==> src/rtl/phy_ctrl_pkg.sv <==
package phy_ctrl_pkg;
    localparam int CTRL_W   = 16;
    localparam int B_ANEN   = 12;
    localparam int B_ISO    = 10;
    localparam int B_RESTRT = 9;
    localparam int B_DUPLEX = 8;
    localparam int B_COLTST = 7;
    localparam int ADDR_W   = 5;
    localparam int NIB_W    = 4;

    localparam int OE_TXCLK = 0;
    localparam int OE_RXCLK = 1;
    localparam int OE_RXDV  = 2;
    localparam int OE_RXER  = 3;
    localparam int OE_RXD   = 4;
    localparam int OE_COL   = 5;
    localparam int OE_CRS   = 6;
    localparam int OE_W     = 7;

    typedef struct packed {
        logic an_en;
        logic iso;
        logic restart;
        logic duplex;
        logic coltest;
        logic pulse;
    } ctrl_t;
endpackage

==> src/rtl/phy_ctrl_regs.sv <==
module phy_ctrl_regs
    import phy_ctrl_pkg::*;
(
    input  logic                clk,
    input  logic                rst_n,
    input  logic [ADDR_W-1:0]   strap,
    input  logic                wr_en,
    input  logic [CTRL_W-1:0]   wr_data,
    output ctrl_t               ctrl,
    output logic [CTRL_W-1:0]   rd_data
);
    ctrl_t st_d, st_q;

    always_comb begin
        st_d = st_q;
        // restart: held until one pulse has been issued, then self-clears
        st_d.pulse   = st_q.restart & ~st_q.pulse;
        st_d.restart = st_q.restart & ~st_q.pulse;
        if (wr_en) begin
            st_d.an_en   = wr_data[B_ANEN];
            st_d.iso     = wr_data[B_ISO];
            st_d.duplex  = wr_data[B_DUPLEX];
            st_d.coltest = wr_data[B_COLTST];
            if (wr_data[B_RESTRT]) begin
                st_d.restart = 1'b1;
            end
        end
        if (!rst_n) begin
            st_d     = '0;
            st_d.iso = (strap == '0);
        end
    end

    always_ff @(posedge clk) begin
        st_q <= st_d;
    end

    always_comb begin
        rd_data           = '0;
        rd_data[B_ANEN]   = st_q.an_en;
        rd_data[B_ISO]    = st_q.iso;
        rd_data[B_RESTRT] = st_q.restart;
        rd_data[B_DUPLEX] = st_q.duplex;
        rd_data[B_COLTST] = st_q.coltest;
    end

    assign ctrl = st_q;
endmodule

==> src/rtl/phy_col_echo.sv <==
module phy_col_echo #(
    parameter int STAGES = 1
) (
    input  logic clk,
    input  logic rst_n,
    input  logic tx_en_in,
    output logic echo
);
    logic [STAGES-1:0] sr_d, sr_q;

    generate
        if (STAGES == 1) begin : g_one
            always_comb begin
                sr_d = tx_en_in;
                if (!rst_n) sr_d = '0;
            end
        end else begin : g_many
            always_comb begin
                sr_d = {sr_q[STAGES-2:0], tx_en_in};
                if (!rst_n) sr_d = '0;
            end
        end
    endgenerate

    always_ff @(posedge clk) begin
        sr_q <= sr_d;
    end

    assign echo = sr_q[STAGES-1];
endmodule

==> src/rtl/phy_mii_gate.sv <==
module phy_mii_gate
    import phy_ctrl_pkg::*;
(
    input  logic              iso,
    input  logic              coltest,
    input  logic              echo,
    input  logic [NIB_W-1:0]  mac_txd,
    input  logic              mac_tx_en,
    input  logic              mac_tx_er,
    input  logic [NIB_W-1:0]  core_rxd,
    input  logic              core_rx_dv,
    input  logic              core_rx_er,
    input  logic              core_crs,
    input  logic              core_col,
    output logic [NIB_W-1:0]  line_txd,
    output logic              line_tx_en,
    output logic              line_tx_er,
    output logic [NIB_W-1:0]  mii_rxd,
    output logic              mii_rx_dv,
    output logic              mii_rx_er,
    output logic              mii_crs,
    output logic              mii_col,
    output logic [OE_W-1:0]   mii_oe
);
    assign line_txd   = iso ? '0 : mac_txd;
    assign line_tx_en = ~iso & mac_tx_en;
    assign line_tx_er = ~iso & mac_tx_er;

    assign mii_rxd    = core_rxd;
    assign mii_rx_dv  = core_rx_dv;
    assign mii_rx_er  = core_rx_er;
    assign mii_crs    = core_crs;
    assign mii_col    = coltest ? echo : core_col;

    genvar i;
    generate
        for (i = 0; i < OE_W; i++) begin : g_oe
            assign mii_oe[i] = ~iso;
        end
    endgenerate
endmodule

==> src/rtl/phy_ctrl_reg.sv <==
module phy_ctrl_reg
    import phy_ctrl_pkg::*;
#(
    parameter int COL_STAGES = 1
) (
    input  logic              clk,
    input  logic              rst_n,
    input  logic [4:0]        phy_addr_strap,
    input  logic              reg_wr_en,
    input  logic [15:0]       reg_wr_data,
    output logic [15:0]       reg_rd_data,
    input  logic              an_result_full,
    output logic              an_restart_pulse,
    output logic              duplex_full,
    input  logic [3:0]        mac_txd,
    input  logic              mac_tx_en,
    input  logic              mac_tx_er,
    output logic [3:0]        line_txd,
    output logic              line_tx_en,
    output logic              line_tx_er,
    input  logic [3:0]        core_rxd,
    input  logic              core_rx_dv,
    input  logic              core_rx_er,
    input  logic              core_crs,
    input  logic              core_col,
    output logic [3:0]        mii_rxd,
    output logic              mii_rx_dv,
    output logic              mii_rx_er,
    output logic              mii_crs,
    output logic              mii_col,
    output logic [6:0]        mii_oe
);
    ctrl_t ctrl;
    logic  echo;

    phy_ctrl_regs u_regs (
        .clk     (clk),
        .rst_n   (rst_n),
        .strap   (phy_addr_strap),
        .wr_en   (reg_wr_en),
        .wr_data (reg_wr_data),
        .ctrl    (ctrl),
        .rd_data (reg_rd_data)
    );

    phy_col_echo #(.STAGES(COL_STAGES)) u_echo (
        .clk      (clk),
        .rst_n    (rst_n),
        .tx_en_in (line_tx_en),
        .echo     (echo)
    );

    phy_mii_gate u_gate (
        .iso        (ctrl.iso),
        .coltest    (ctrl.coltest),
        .echo       (echo),
        .mac_txd    (mac_txd),
        .mac_tx_en  (mac_tx_en),
        .mac_tx_er  (mac_tx_er),
        .core_rxd   (core_rxd),
        .core_rx_dv (core_rx_dv),
        .core_rx_er (core_rx_er),
        .core_crs   (core_crs),
        .core_col   (core_col),
        .line_txd   (line_txd),
        .line_tx_en (line_tx_en),
        .line_tx_er (line_tx_er),
        .mii_rxd    (mii_rxd),
        .mii_rx_dv  (mii_rx_dv),
        .mii_rx_er  (mii_rx_er),
        .mii_crs    (mii_crs),
        .mii_col    (mii_col),
        .mii_oe     (mii_oe)
    );

    assign an_restart_pulse = ctrl.pulse;
    assign duplex_full      = ctrl.an_en ? an_result_full : ctrl.duplex;
endmodule

==> config.mk <==
export PLATFORM = sky130hd
export DESIGN_NAME = phy_ctrl_reg
export DESIGN_NICKNAME = d
export VERILOG_FILES = /design/src/rtl/phy_ctrl_pkg.sv /design/src/rtl/phy_ctrl_regs.sv /design/src/rtl/phy_col_echo.sv /design/src/rtl/phy_mii_gate.sv /design/src/rtl/phy_ctrl_reg.sv
export SDC_FILE = /design/constraint.sdc
export NUM_CORES = 1
export LEC_CHECK = 0
export ABC_AREA = 1
export BUFFER_PORTS_ARGS = -buffer_cell sky130_fd_sc_hd__buf_4
export CAP_MARGIN = 20
export CORE_MARGIN = 3
export CORE_UTILIZATION = 29
export DETAILED_ROUTE_END_ITERATION = 16
export MAX_ROUTING_LAYER = met4
export PLACE_DENSITY = 0.79
export SYNTH_ARGS = -nofsm -noshare
export SYNTH_HDL_FRONTEND = slang
export SYNTH_SLANG_ARGS = --single-unit
==> constraint.sdc <==
create_clock -name clk -period 1.1 [get_ports clk]
set_clock_uncertainty 0.1 [all_clocks]
set_input_delay 0.11 -clock clk [delete_from_list [all_inputs] [get_ports clk]]
set_output_delay 0.11 -clock clk [all_outputs]
set_load 0.02 [all_outputs]
Word level (Yosys, flattened, before mapping)
Index checks and enable logic that the tools add are counted.
{"block": "word_totals", "regBits": 7, "inputBits": 39, "output_inout_bits": 39, "word_cells": 20}
{"block": "classes", "n_eq_ne": 1, "muxes": 6, "bitwise_logic": 5, "reduce_logical": 1}
{"op": "$mux 4", "n": 2}
{"op": "$logic_not 5->1", "n": 1}
{"op": "$mux 5", "n": 1}
{"op": "$and 1x1->1", "n": 3}
{"op": "$mux 1", "n": 3}
{"op": "$ne 2x1->1 const B", "n": 1}
{"op": "$not 1->1", "n": 2}

Logic depth before layout (Yosys ltp)
{"block": "depth", "ltp_word": 5, "depth_mapped": 3, "mapped_depth_nobuf": 3}

By module
From an unflattened synthesis, not the netlist that was laid out.
{"block": "unflattened", "cells_unflattened": 83, "hier_area_um2": 551.8}
{"module": "phy_ctrl_regs", "instances": 1, "cells_each": 46, "area_per_inst_um2": 347.8, "seq_area_each_um2": 130.1}
{"module": "phy_mii_gate", "instances": 1, "cells_each": 30, "area_per_inst_um2": 161.4, "seq_area_each_um2": 0.0}
{"module": "phy_col_echo", "instances": 1, "cells_each": 3, "area_per_inst_um2": 27.5, "seq_area_each_um2": 20.0}
{"module": "phy_ctrl_reg", "instances": 1, "cells_each": 4, "area_per_inst_um2": 15.0, "seq_area_each_um2": 0.0}

Worst setup path before layout
Ideal clock, no wire load.
{"block": "synth_timing", "path_kind": "register to output", "startpoint": "register u_regs.st_q (netlist bit u_regs.ctrl[2])", "endpoint": "output duplex_full", "arrival_ps": 1000, "slack_ps": -110, "path_stages_with_launch": 3, "path_buffers": 0, "cell_sequence": "dfxtp_1 > inv_1 > o21ai_0"}
{"block": "synth_via", "elab_chain_len": 1}
{"item": "start, declared", "line": "phy_ctrl_regs.sv:12", "source": "ctrl_t st_d, st_q;"}
{"item": "start signal, assigned", "line": "phy_ctrl_regs.sv:35", "source": "st_q <= st_d;"}
{"item": "$mux 1", "line": "phy_ctrl_reg.sv:77", "source": "assign duplex_full = ctrl.an_en ? an_result_full : ctrl.duplex;"}
{"item": "end, declared", "line": "phy_ctrl_reg.sv:14", "source": "output logic duplex_full,"}
Every way passes these cells.

Worst setup path after layout
{"block": "layout_timing", "startpoint": "register u_regs.st_q (netlist bit u_regs.ctrl[4])", "endpoint": "output mii_oe[6]"}
{"block": "layout_via", "elab_chain_len": 1}
{"item": "$not 1->1", "line": "phy_mii_gate.sv:38", "source": "assign mii_oe[i] = ~iso;"}
{"item": "end, declared", "line": "phy_ctrl_reg.sv:31", "source": "output logic [6:0] mii_oe"}
Every way passes these cells.

==> results.cfg <==
[run_status]
status = finished, violations left
violations = negative setup slack

[worst_setup_path]
worstSetupPathType = register to output pin
crit_required_ns = 0.89
crit_family = flip-flops
critPathArrivalTime_ns = 1.15
crit_path_cell_trace = clkinvlp_4 > buf_4
cp-end-kind = output pin
critPathBufInv = 2
crit_path_top_delay_cell = edfxtp_1
cp-start-kind = register
slowest_delay_ns = 0.49
crit_path_max_fanout = 7

[yosys]
synth_edf_count = 1
synth_top_family_by_area = buffers and inverters
synthCells = 76
ys_top_cells_by_count = buf_4, inv_1, nor2_1, nand2_1, dfxtp_1
yosys.area_share.adder_pct = 0
synth_flop_cell = dfxtp_1
synth_compound_gate_area_share_pct = 6.368
yosysTopAreaCell = buf_4
synthMuxAreaShare_pct = 0
yosysWarnings = 0
synth-seq-cells = 7
yosys.area_share.simple_pct = 19.10
ys_types = 15
synth-xor-area-share_pct = 0
yosys-top-cells-area = buf_4, dfxtp_1, inv_1
async_reset_ff_share_pct = 0
syn_area_per_cell_um2 = 6.980
yosysMostFrequentCell = buf_4
synth_area_um2 = 530.5
yosysSeqAreaShare_pct = 28.30
synth_top_area_share_pct = 36.79

[pwr]
power_frac_comb_pct = 42.0
p_sw_share_pct = 34.10
power.switching_mw = 0.3083
leakage_nw = 0.4636
vdd_drop_max_v = 0.0005742
p_int_mw = 0.5957
power_density_nw_per_um2 = 1050
seq_power_share_pct = 32.5
clockPowerShare_pct = 25.5

[timing]
hold_viol_final = 0
fmax_mhz = 736.4
fin_crit_sh_pct = 123.5
whs_ns = 0.01677
timing.final.crit_period_ns = 1.358
fin_ws_ns = -0.2580
rsz0062_at_grt = yes
setup_viol = 15
slew_violations = 0

[final_layout]
area_growth_pct = 62.26
design_area_um2 = 860.8
nNetsFinal = 151
fillers = 155
antenna_cells = 0
final_layout_size_suffix_gt1_share_pct = 54.95

[place]
placed_area_um2 = 716.9
dp_hpwl_mm = 1.073
port_buffers = 41
place.gp.congestion = 0.6034

[drt]
wirelength_mm = 1.280
via_count = 533
drtPass1Iterations = 1
ant_nets = 0
viasPerCell = 3.948
wl_per_cell_um = 9.481
drtIter0Drc = 0
drc = 0

[grt]
grt_max_degree = 8
grt_overflow = 0
grt_pass1_wl_mm = 1.800
track_usage_pct = 9.730
antenna_found_initial = 0
grt_pass1_vias = 435

[clock_network]
clkLatencyLatePin_ns = 0.24
clkSinkCount = 7
cts_tree = built
cts_max_level = 1
cts_buffers = 3
root_buffer = clkbuf_4
clkTransAtPathRegs_ns = 0.05
clock_path_buffers = 2

[floorplan]
num_rows = 14
io_pins = 78
dieWidth_um = 48.77
initial_core_util_pct = 32.92
dieArea_um2 = 2379
dieHeight_um = 48.77
coreArea_um2 = 1612

[worst_hold_path]
hp-class = input port to register

[run]
cap_violations = 0
==> tightest hold or removal path, stage by stage <==
cell and delay (ns):
buf_4 0.11, nand2_1 0.05, a21oi_1 0.05
==> area by class of cell <==
| type | instances | area (um^2) | area share, % |
|---|---|---|---|
| timing repair buffer | 48 | 399.1 | 46.37 |
| inverter | 11 | 45.04 | 5.233 |
| multi-input combinational | 41 | 206.4 | 23.98 |
| clock buffer | 4 | 26.28 | 3.052 |
| sequential | 7 | 153.9 | 17.88 |
| tap | 24 | 30.03 | 3.488 |
==> power by group through the flow <==
stage                     sequential, mW  clock, mW  combinational, mW
after floorplan                    0.301          0              0.257
after global placement             0.299          0              0.313
after detailed placement           0.301          0              0.319
after CTS                          0.294      0.246              0.365
after global routing               0.296      0.253              0.405
final                              0.294      0.230              0.380
==> stage by stage <==
step | setup TNS, ns | total power, mW | utilization [%] | std cells | worst slack (ns)
after floorplan | 0 | 0.5581 | - | 86 | 0.02773
after global placement | -0.1971 | 0.6123 | 44.49 | 125 | -0.03051
after detailed placement | -0.5898 | 0.6201 | 44.49 | 125 | -0.08612
after CTS | -3.394 | 0.9054 | 51.32 | 133 | -0.2720
after global routing | -4.114 | 0.9535 | 53.42 | 135 | -0.3382
final | -3.160 | 0.9040 | 53.42 | 135 | -0.2580
==> logic make-up after synthesis <==
| logic type | count (synthesis) |
|---|---|
| AOI/OAI and AO/OA | 6 |
| and+or+nand+nor | 24 |
| other | 1 |
| buffers and inverters | 38 |
| DFF | 7 |
==> registers in the layout, indices dropped and copies added (netlist names) <==
name	count
u_echo.echo	1
u_regs.ctrl	6
==> path summary, 6_finish.rpt <==
kind,startpoint,cells after the start,slack [ns],end
setup / recovery,u_regs.ctrl[4],2,-0.26,mii_oe[6]
hold / removal,reg_wr_data[7],3,0.02,u_regs.ctrl[1]
setup reg to reg,u_regs.ctrl[4],3,0,u_echo.echo
hold reg to reg,u_regs.ctrl[0],1,0.34,u_regs.ctrl[0]
==> per-layer routing <==
metal	share of wire [%]	global-route usage (%)	wire length (um)	vias to the layer above
met5	0	-	0	-
met4	0	2.844	0	0
met3	15	5.199	197	0
met2	51	17.19	655	41
met1	33	9.057	427	231
li1	-	-	-	261
==> cell usage in the layout (no fill, tap or decap) <==
master / synthesis / final
edfxtp_1: 1 / 1
nor2_1: 10 / 6
dfxtp_2: 0 / 3
nand3_1: 4 / 4
dfxtp_1: 6 / 3
o21ai_1: 1 / 3
inv_1: 10 / 8
clkbuf_4: 0 / 3
inv_2: 1 / 2
buf_4: 26 / 37
buf_6: 0 / 9
nand2_1: 9 / 9
nor2_4: 0 / 4
o21ai_2: 1 / 1
clkinvlp_4: 0 / 1
dlygate4sd3_1: 0 / 2
clkbuf_1: 0 / 1
nor3_2: 1 / 1
a21oi_1: 2 / 2
conb_1: 1 / 11
==> repair_timing <==
action	4_1_cts	5_1_grt
setup buffers	2	2
endpoints found under the hold margin	2	0
gates resized for setup	17	5
endpoints found under the setup margin	16	16
pin swaps	7	3
hold buffers	2	0
No activity file was read; power rests on OpenSTA's default activity.
